==> config.mk <==
export PLATFORM = sky130hd
export DESIGN_NAME = nor_flash_front
export DESIGN_NICKNAME = d
export VERILOG_FILES = /design/src/rtl/nor_pkg.sv /design/src/rtl/nor_cmd_fsm.sv /design/src/rtl/nor_cell_array.sv /design/src/rtl/nor_read_path.sv /design/src/rtl/nor_flash_front.sv
export SDC_FILE = /design/constraint.sdc
export NUM_CORES = 2
export LEC_CHECK = 0
export ABC_AREA = 1
export ABC_CLOCK_PERIOD_IN_PS = 4150
export BUFFER_PORTS_ARGS = -buffer_cell sky130_fd_sc_hd__buf_2
export CAP_MARGIN = 20
export CELL_PAD_IN_SITES_DETAIL_PLACEMENT = 0
export CELL_PAD_IN_SITES_GLOBAL_PLACEMENT = 2
export CORE_MARGIN = 5
export CORE_UTILIZATION = 41
export CTS_BUF_LIST = sky130_fd_sc_hd__clkbuf_16
export CTS_CLUSTER_SIZE = 12
export DETAILED_ROUTE_END_ITERATION = 7
export PLACE_DENSITY = 0.95
export SLEW_MARGIN = 20
export SYNTH_ARGS = -nofsm -noshare
export SYNTH_HDL_FRONTEND = slang
export SYNTH_SLANG_ARGS = --single-unit
==> constraint.sdc <==
create_clock -name clk -period 4.15 [get_ports clk]
set_input_delay 0.2075 -clock clk [delete_from_list [all_inputs] [get_ports clk]]
set_output_delay 0.2075 -clock clk [all_outputs]
set_load 0.01 [all_outputs]
==> src/rtl/nor_pkg.sv <==
package nor_pkg;
    typedef enum logic [3:0] {
        ST_READ, ST_UNL1, ST_UNL2, ST_PGM_DATA,
        ST_ERS_A, ST_ERS_B, ST_ERS_C, ST_ERS_COLL,
        ST_AUTOSEL, ST_BYP_PGM, ST_BYP_EXIT, ST_BUSY
    } nor_state_t;

    localparam logic [7:0]  CMD_UNL_A   = 8'hAA;
    localparam logic [7:0]  CMD_UNL_B   = 8'h55;
    localparam logic [7:0]  CMD_PROG    = 8'hA0;
    localparam logic [7:0]  CMD_ERASE   = 8'h80;
    localparam logic [7:0]  CMD_IDENT   = 8'h90;
    localparam logic [7:0]  CMD_BYPASS  = 8'h20;
    localparam logic [7:0]  CMD_CHIP    = 8'h10;
    localparam logic [7:0]  CMD_SECT    = 8'h30;
    localparam logic [7:0]  CMD_ABORT   = 8'hF0;
    localparam logic [7:0]  CMD_BYP_END = 8'h00;
    localparam logic [15:0] ADR_UNL_A   = 16'h0555;
    localparam logic [15:0] ADR_UNL_B   = 16'h02AA;
endpackage

==> src/rtl/nor_cmd_fsm.sv <==
module nor_cmd_fsm
    import nor_pkg::*;
#(
    parameter int ADDR_W    = 11,
    parameter int ARR_AW    = 6,
    parameter int SECT_W    = 2,
    parameter int PROG_CYC  = 12,
    parameter int ERASE_CYC = 24,
    parameter int SECT_WIN  = 6,
    localparam int NSECT    = 1 << SECT_W
) (
    input  logic              clk,
    input  logic              rst_n,
    input  logic              wr_pulse,
    input  logic [ADDR_W-1:0] wr_addr,
    input  logic [7:0]        wr_cmd,
    input  logic              acc,
    output nor_state_t        st_o,
    output logic              pgm_go,
    output logic              ers_go,
    output logic [NSECT-1:0]  ers_mask
);
    localparam int MAXC1 = (ERASE_CYC > PROG_CYC) ? ERASE_CYC : PROG_CYC;
    localparam int MAXC  = (MAXC1 > SECT_WIN) ? MAXC1 : SECT_WIN;
    localparam int CNT_W = $clog2(MAXC + 1);

    nor_state_t       st_q, st_n;
    logic             byp_q, byp_n;
    logic [CNT_W-1:0] cnt_q, cnt_n;
    logic [NSECT-1:0] smask_q, smask_n;

    logic             in_byp, at_a, at_b, is_a1, is_a2;
    logic [NSECT-1:0] sect_hot;

    assign in_byp   = byp_q | acc;
    assign at_a     = (wr_addr == ADR_UNL_A[ADDR_W-1:0]);
    assign at_b     = (wr_addr == ADR_UNL_B[ADDR_W-1:0]);
    assign is_a1    = at_a && (wr_cmd == CMD_UNL_A);
    assign is_a2    = at_b && (wr_cmd == CMD_UNL_B);
    assign sect_hot = NSECT'(1) << wr_addr[ARR_AW-1 -: SECT_W];

    // state register
    always_ff @(posedge clk or negedge rst_n) begin
        if (!rst_n) begin
            st_q    <= ST_READ;
            byp_q   <= 1'b0;
            cnt_q   <= '0;
            smask_q <= '0;
        end else begin
            st_q    <= st_n;
            byp_q   <= byp_n;
            cnt_q   <= cnt_n;
            smask_q <= smask_n;
        end
    end

    // next state
    always_comb begin
        st_n    = st_q;
        byp_n   = byp_q;
        cnt_n   = cnt_q;
        smask_n = smask_q;
        unique case (st_q)
            ST_READ: if (wr_pulse) begin
                if (in_byp && wr_cmd == CMD_PROG)       st_n = ST_BYP_PGM;
                else if (in_byp && wr_cmd == CMD_IDENT) st_n = ST_BYP_EXIT;
                else if (!in_byp && is_a1)              st_n = ST_UNL1;
            end
            ST_UNL1: if (wr_pulse) st_n = is_a2 ? ST_UNL2 : ST_READ;
            ST_UNL2: if (wr_pulse) begin
                st_n = ST_READ;
                if (at_a) begin
                    if (wr_cmd == CMD_PROG)        st_n = ST_PGM_DATA;
                    else if (wr_cmd == CMD_ERASE)  st_n = ST_ERS_A;
                    else if (wr_cmd == CMD_IDENT)  st_n = ST_AUTOSEL;
                    else if (wr_cmd == CMD_BYPASS) byp_n = 1'b1;
                end
            end
            ST_PGM_DATA, ST_BYP_PGM: if (wr_pulse) begin
                st_n  = ST_BUSY;
                cnt_n = CNT_W'(PROG_CYC - 1);
            end
            ST_ERS_A: if (wr_pulse) st_n = is_a1 ? ST_ERS_B : ST_READ;
            ST_ERS_B: if (wr_pulse) st_n = is_a2 ? ST_ERS_C : ST_READ;
            ST_ERS_C: if (wr_pulse) begin
                if (at_a && wr_cmd == CMD_CHIP) begin
                    st_n  = ST_BUSY;
                    cnt_n = CNT_W'(ERASE_CYC - 1);
                end else if (wr_cmd == CMD_SECT) begin
                    st_n    = ST_ERS_COLL;
                    smask_n = sect_hot;
                    cnt_n   = CNT_W'(SECT_WIN - 1);
                end else begin
                    st_n = ST_READ;
                end
            end
            ST_ERS_COLL: begin
                if (wr_pulse) begin
                    if (wr_cmd == CMD_SECT) begin
                        smask_n = smask_q | sect_hot;
                        cnt_n   = CNT_W'(SECT_WIN - 1);
                    end else begin
                        st_n    = ST_READ;
                        smask_n = '0;
                    end
                end else if (cnt_q == '0) begin
                    st_n    = ST_BUSY;
                    smask_n = '0;
                    cnt_n   = CNT_W'(ERASE_CYC - 1);
                end else begin
                    cnt_n = cnt_q - 1'b1;
                end
            end
            ST_AUTOSEL: ;
            ST_BYP_EXIT: if (wr_pulse) begin
                st_n = ST_READ;
                if (wr_cmd == CMD_BYP_END) byp_n = 1'b0;
            end
            ST_BUSY: begin
                if (cnt_q == '0) st_n = ST_READ;
                else             cnt_n = cnt_q - 1'b1;
            end
            default: st_n = ST_READ;
        endcase
        if (wr_pulse && wr_cmd == CMD_ABORT &&
            !(st_q inside {ST_BUSY, ST_PGM_DATA, ST_BYP_PGM})) begin
            st_n    = ST_READ;
            smask_n = '0;
        end
    end

    // outputs
    always_comb begin
        st_o     = st_q;
        pgm_go   = wr_pulse && (st_q inside {ST_PGM_DATA, ST_BYP_PGM});
        ers_go   = ((st_q == ST_ERS_C) && wr_pulse && at_a && wr_cmd == CMD_CHIP) ||
                   ((st_q == ST_ERS_COLL) && !wr_pulse && cnt_q == '0);
        ers_mask = (st_q == ST_ERS_C) ? '1 : smask_q;
    end
endmodule

==> src/rtl/nor_cell_array.sv <==
module nor_cell_array #(
    parameter int ARR_AW  = 6,
    parameter int SECT_W  = 2,
    localparam int NWORDS = 1 << ARR_AW,
    localparam int NSECT  = 1 << SECT_W
) (
    input  logic              clk,
    input  logic              rst_n,
    input  logic              pgm_go,
    input  logic [ARR_AW-1:0] pgm_idx,
    input  logic [15:0]       pgm_word,
    input  logic              ers_go,
    input  logic [NSECT-1:0]  ers_mask,
    input  logic [NSECT-1:0]  lock_mask,
    input  logic              unlock_all,
    input  logic [ARR_AW-1:0] rd_idx,
    output logic [15:0]       rd_word
);
    logic [15:0]      cells [NWORDS];
    logic [NSECT-1:0] open_mask;

    assign open_mask = unlock_all ? '1 : ~lock_mask;
    assign rd_word   = cells[rd_idx];

    always_ff @(posedge clk or negedge rst_n) begin
        if (!rst_n) begin
            for (int w = 0; w < NWORDS; w++) cells[w] <= 16'hFFFF;
        end else if (ers_go) begin
            for (int w = 0; w < NWORDS; w++) begin
                if (ers_mask[w >> (ARR_AW - SECT_W)] && open_mask[w >> (ARR_AW - SECT_W)])
                    cells[w] <= 16'hFFFF;
            end
        end else if (pgm_go && open_mask[pgm_idx[ARR_AW-1 -: SECT_W]]) begin
            cells[pgm_idx] <= cells[pgm_idx] & pgm_word;
        end
    end
endmodule

==> src/rtl/nor_read_path.sv <==
module nor_read_path #(
    parameter logic [7:0] MFR_ID = 8'h5A,
    parameter logic [7:0] DEV_ID = 8'hC3
) (
    input  logic        clk,
    input  logic        rst_n,
    input  logic        rd_en,
    input  logic        busy,
    input  logic        ident,
    input  logic        byte_mode,
    input  logic        a_lsb,
    input  logic [1:0]  id_sel,
    input  logic        lock_bit,
    input  logic [15:0] arr_word,
    output logic [15:0] dq_out,
    output logic [15:0] dq_oe
);
    logic rd_q, tog_q;
    logic [7:0] id_byte;

    always_ff @(posedge clk or negedge rst_n) begin
        if (!rst_n) begin
            rd_q  <= 1'b0;
            tog_q <= 1'b0;
        end else begin
            rd_q <= rd_en;
            if (busy && rd_q && !rd_en) tog_q <= ~tog_q;
        end
    end

    always_comb begin
        unique case (id_sel)
            2'b00:   id_byte = MFR_ID;
            2'b01:   id_byte = DEV_ID;
            2'b10:   id_byte = {7'b0, lock_bit};
            default: id_byte = 8'h00;
        endcase
    end

    always_comb begin
        dq_out = '0;
        dq_oe  = '0;
        if (rd_en) begin
            if (busy) begin
                dq_out = {8'h00, 1'b0, tog_q, 6'b0};
                dq_oe  = 16'h00FF;
            end else if (ident) begin
                dq_out = {8'h00, id_byte};
                dq_oe  = 16'h00FF;
            end else if (byte_mode) begin
                dq_out = {8'h00, a_lsb ? arr_word[15:8] : arr_word[7:0]};
                dq_oe  = 16'h00FF;
            end else begin
                dq_out = arr_word;
                dq_oe  = 16'hFFFF;
            end
        end
    end
endmodule

==> src/rtl/nor_flash_front.sv <==
module nor_flash_front
    import nor_pkg::*;
#(
    parameter int ADDR_W       = 11,
    parameter int ARR_AW       = 6,
    parameter int SECT_W       = 2,
    parameter int PROG_CYC     = 12,
    parameter int ERASE_CYC    = 24,
    parameter int SECT_WIN     = 6,
    parameter logic [7:0] MFR_ID = 8'h5A,
    parameter logic [7:0] DEV_ID = 8'hC3,
    localparam int NSECT       = 1 << SECT_W
) (
    input  logic              clk,
    input  logic              rst_n,
    input  logic              ce_n,
    input  logic              oe_n,
    input  logic              we_n,
    input  logic              byte_n,
    input  logic              acc,
    input  logic [NSECT-1:0]  lock_mask,
    input  logic [ADDR_W-1:0] addr,
    input  logic [15:0]       dq_in,
    output logic [15:0]       dq_out,
    output logic [15:0]       dq_oe
);
    logic             wr_cond, wr_q, wr_pulse, rd_cond;
    logic [7:0]       cmd;
    logic [15:0]      pgm_word, arr_word;
    logic             pgm_go, ers_go;
    logic [NSECT-1:0] ers_mask;
    nor_state_t       st;

    assign wr_cond  = !ce_n && !we_n && oe_n;
    assign rd_cond  = !ce_n && !oe_n && we_n;
    assign wr_pulse = wr_cond && !wr_q;
    assign cmd      = dq_in[7:0];
    assign pgm_word = byte_n ? dq_in :
                      (dq_in[15] ? {dq_in[7:0], 8'hFF} : {8'hFF, dq_in[7:0]});

    always_ff @(posedge clk or negedge rst_n) begin
        if (!rst_n) wr_q <= 1'b0;
        else        wr_q <= wr_cond;
    end

    nor_cmd_fsm #(
        .ADDR_W(ADDR_W), .ARR_AW(ARR_AW), .SECT_W(SECT_W),
        .PROG_CYC(PROG_CYC), .ERASE_CYC(ERASE_CYC), .SECT_WIN(SECT_WIN)
    ) fsm_i (
        .clk(clk), .rst_n(rst_n), .wr_pulse(wr_pulse), .wr_addr(addr),
        .wr_cmd(cmd), .acc(acc), .st_o(st), .pgm_go(pgm_go),
        .ers_go(ers_go), .ers_mask(ers_mask)
    );

    nor_cell_array #(.ARR_AW(ARR_AW), .SECT_W(SECT_W)) arr_i (
        .clk(clk), .rst_n(rst_n), .pgm_go(pgm_go), .pgm_idx(addr[ARR_AW-1:0]),
        .pgm_word(pgm_word), .ers_go(ers_go), .ers_mask(ers_mask),
        .lock_mask(lock_mask), .unlock_all(acc), .rd_idx(addr[ARR_AW-1:0]),
        .rd_word(arr_word)
    );

    nor_read_path #(.MFR_ID(MFR_ID), .DEV_ID(DEV_ID)) rdp_i (
        .clk(clk), .rst_n(rst_n), .rd_en(rd_cond), .busy(st == ST_BUSY),
        .ident(st == ST_AUTOSEL), .byte_mode(!byte_n), .a_lsb(dq_in[15]),
        .id_sel(addr[1:0]), .lock_bit(lock_mask[addr[ARR_AW-1 -: SECT_W]]),
        .arr_word(arr_word), .dq_out(dq_out), .dq_oe(dq_oe)
    );
endmodule

==> results.yml <==
power:
  power.total_mw: 22.1
  p_leak_nw: 27.9
  p_per_area_nw_per_um2: 374
  internal_power_mw: 15.9
  swShare_pct: 28.0
  seq_power_share_pct: 46.5
  p_sw_mw: 6.20
  combPwrFrac_pct: 9.9
  vdd_ir_drop_max_uv: 369
  clock_power_share_pct: 43.6
cells_and_area:
  final_cells: 8907
  drive_above_1_share_pct: 21.9
  syn_to_final_growth_pct: 11.0
  fillers: 13149
  fin_nets: 7111
setup_path:
  crit_chain: "nor4_4, buf_4, inv_2, nand2_1, inv_2, nand2_1, nand2_4, buf_4, o21ai_1, clkinv_1, o21ai_0"
  crit_type: "register to register"
  cp_slowest_stage_delay_ns: 0.78
  arrival_ns: 4.28
  critPathMaxFanout: 27
  cp_slowest_cell: "clkinv_1"
  required_ns: 4.80
  cp-start-kind: "register"
  end_kind: "register"
route:
  drt-initial-drc-count: 4950
  vias_per_cell: 5.38
  remaining_drc_errors: 0
  wl_per_cell_um: 21.6
  wl_um: 192000
  final_antenna_net_count: 0
  vias: 47894
  dr.pass1.iters: 6
synth:
  synth_warnings: 0
  synth_edf_count: 0
  yosys_register_bits: 1041
  synth_area_per_cell_um2: 7.44
  synth_area_leader_cell: "dfstp_2"
  synth_top_area_share_pct: 50.6
  synthCells: 7156
  netlist_area_um2: 53200
  ys.flop_type: "dfstp_2"
  synthArstFlopShare_pct: 100
  yosysUniqueCellTypes: 45
  synth_commonest_cells: "nand2_1, dfstp_2, nand3_1"
  syn_nets: 7195
  synth_most_common_cell: "nand2_1"
  synth-seq-area-share_pct: 51.4
  ys_top_cells_by_area: "dfstp_2, nand2_1, nand3_1"
global_route:
  antenna_found_initial: 1
  grt_pass1_wl_um: 294000
  grt_pass1_vias: 46249
  gr-total-overflow: 0
  grt_max_degree: 147
  grt_usage_pct: 27.8
placement:
  dp_cells: 8678
  io_buffers: 69
  place.gp.congestion: 0.950
  hpwl_um: 119000
timing:
  report.final.hold_viol_count: 0
  grt_setup_unrepaired: "false"
  relSlewSlack_pct: 25.2
  worst_slew_pin_slew_ns: 1.12
  finalSetupViolations: 0
  period_minus_slack_ns: 3.63
  maxSlewViolCount: 0
  setup_tns_ns: 0
  fin_hold_ws_ns: 0.0633
  finalCritPeriodShare_pct: 87.5
  fmax_mhz: 275
  finalClockSkew_ns: 0.0388
clock_network:
  clkTransAtPathRegs_ns: 0.06
  cts_sinks: 1041
  cts_resized: 0
  cts_buffer_depth: 3
  cts_tree: "yes"
  clk_latency_ns: 0.76
  clk_root_buffer_cell: "clkbuf_16"
  numCtsBuffers: 115
  htree_levels: 3
run:
  drv_cap: 0
floorplanning:
  die_y_um: 370
  die-area_um2: 137000
  die_w_um: 370
  initial_core_util_pct: 41.2
  core_area_um2: 129000
  rows: 132
  top_level_ports: 70
status:
  outcome: "finished, final reports clean"
min_path:
  min_path_type: "primary input to register"
-- worst paths after layout --
| check | cells after the start | slack (ns) | start | end |
|---|---|---|---|---|
| worst max register to register | 11 | 0.52 | wr_q | arr_i.cells[665] |
| worst min register to register | 2 | 0.46 | arr_i.cells[256] | arr_i.cells[256] |
| worst min-delay path | 6 | 0.06 | dq_in[4] | fsm_i.st_o[2] |
| worst max-delay path | 11 | 0.52 | wr_q | arr_i.cells[665] |
| min in group asynchronous | 2 | 0.48 | rst_n | arr_i.cells[1] |
| max in group asynchronous | 4 | 2.76 | rst_n | arr_i.cells[807] |
-- layout by cell type, fill, tap and decap left out, types with 62 or more instances in the layout --
cell / netlist / routed
nand2_1: 3435 / 3420
dfstp_2: 1024 / 1024
nand3_1: 637 / 637
inv_1: 377 / 401
nor2_1: 367 / 367
o21ai_0: 257 / 256
a21oi_1: 159 / 159
buf_4: 45 / 147
nand4_1: 145 / 145
clkbuf_16: 0 / 115
buf_2: 283 / 65
o21ai_1: 63 / 62
-- power groups by stage --
stage	clock [mW]	combinational, mW	sequential (mW)
floorplan	0	1.03	10.4
global placement	0	2.15	10.4
detailed placement	0	2.14	10.4
CTS	9.82	2.16	10.3
global route	10.3	2.31	10.3
finish	9.64	2.19	10.3
-- per-stage QoR --
step           utilization [%]  area, µm²  setup WS [ns]
6_report                  45.7      59100          0.519
5_1_grt                   45.7      59100          0.270
4_1_cts                   45.7      59100          0.571
3_5_place_dp              42.9      55400          0.411
3_3_place_gp              42.9      55400          0.519
2_1_floorplan                -      53200           1.66
-- state kept, by name, summed over array words and instances (netlist names) --
signal / flops
fsm_i.smask_q: 4
fsm_i.byp_q: 1
rdp_i.rd_q: 1
fsm_i.st_o: 4
fsm_i.cnt_q: 5
rdp_i.tog_q: 1
wr_q: 1
arr_i.cells: 1024
-- worst max-delay path: cells and delay by family, from the launching register on --
kind | cells | cell delay (ns)
buffers and inverters | 5 | 1.44
flip-flops | 1 | 0.39
AO/OA/AOI/OAI | 2 | 1.13
AND/OR/NAND/NOR | 4 | 0.54
-- logic make-up (layout without fill, tap and decap cells) --
| family | after synthesis | after routing | synth area share, % |
|---|---|---|---|
| xor gates and xnor gates | 3 | 3 | 0.0494 |
| DFF | 1041 | 1041 | 51.4 |
| AOI/OAI and AO/OA | 551 | 551 | 5.53 |
| other | 0 | 1 | 0 |
| adders and majority gates | 1 | 1 | 0.0235 |
| buffers and inverters | 896 | 904 | 7.38 |
| and+or+nand+nor | 4664 | 4664 | 35.7 |
-- layout make-up --
type	instances	area [µm²]	area share, %
Timing Repair Buffer	272	2420	4.10
Clock buffer	115	2880	4.87
Tap cell	1742	2180	3.69
Clock inverter	94	566	0.957
Antenna cell	1	2.50	0.00424
Sequential cell	1041	27300	46.3
Inverter	423	1610	2.72
Multi-Input combinational cell	5219	22100	37.4
-- repair_timing --
item                                    CTS  global route
hold endpoints to repair                 75             0
endpoints found under the setup margin    0             0
hold buffers                             19             0
buffers inserted                          0             0
-- metal layers --
metal	routed length, µm	global-route usage [%]
met5	0	0
met4	9190	11.6
met3	14300	4.44
met2	85800	43.1
met1	82900	38.7
(Power assumes the default switching activity.)
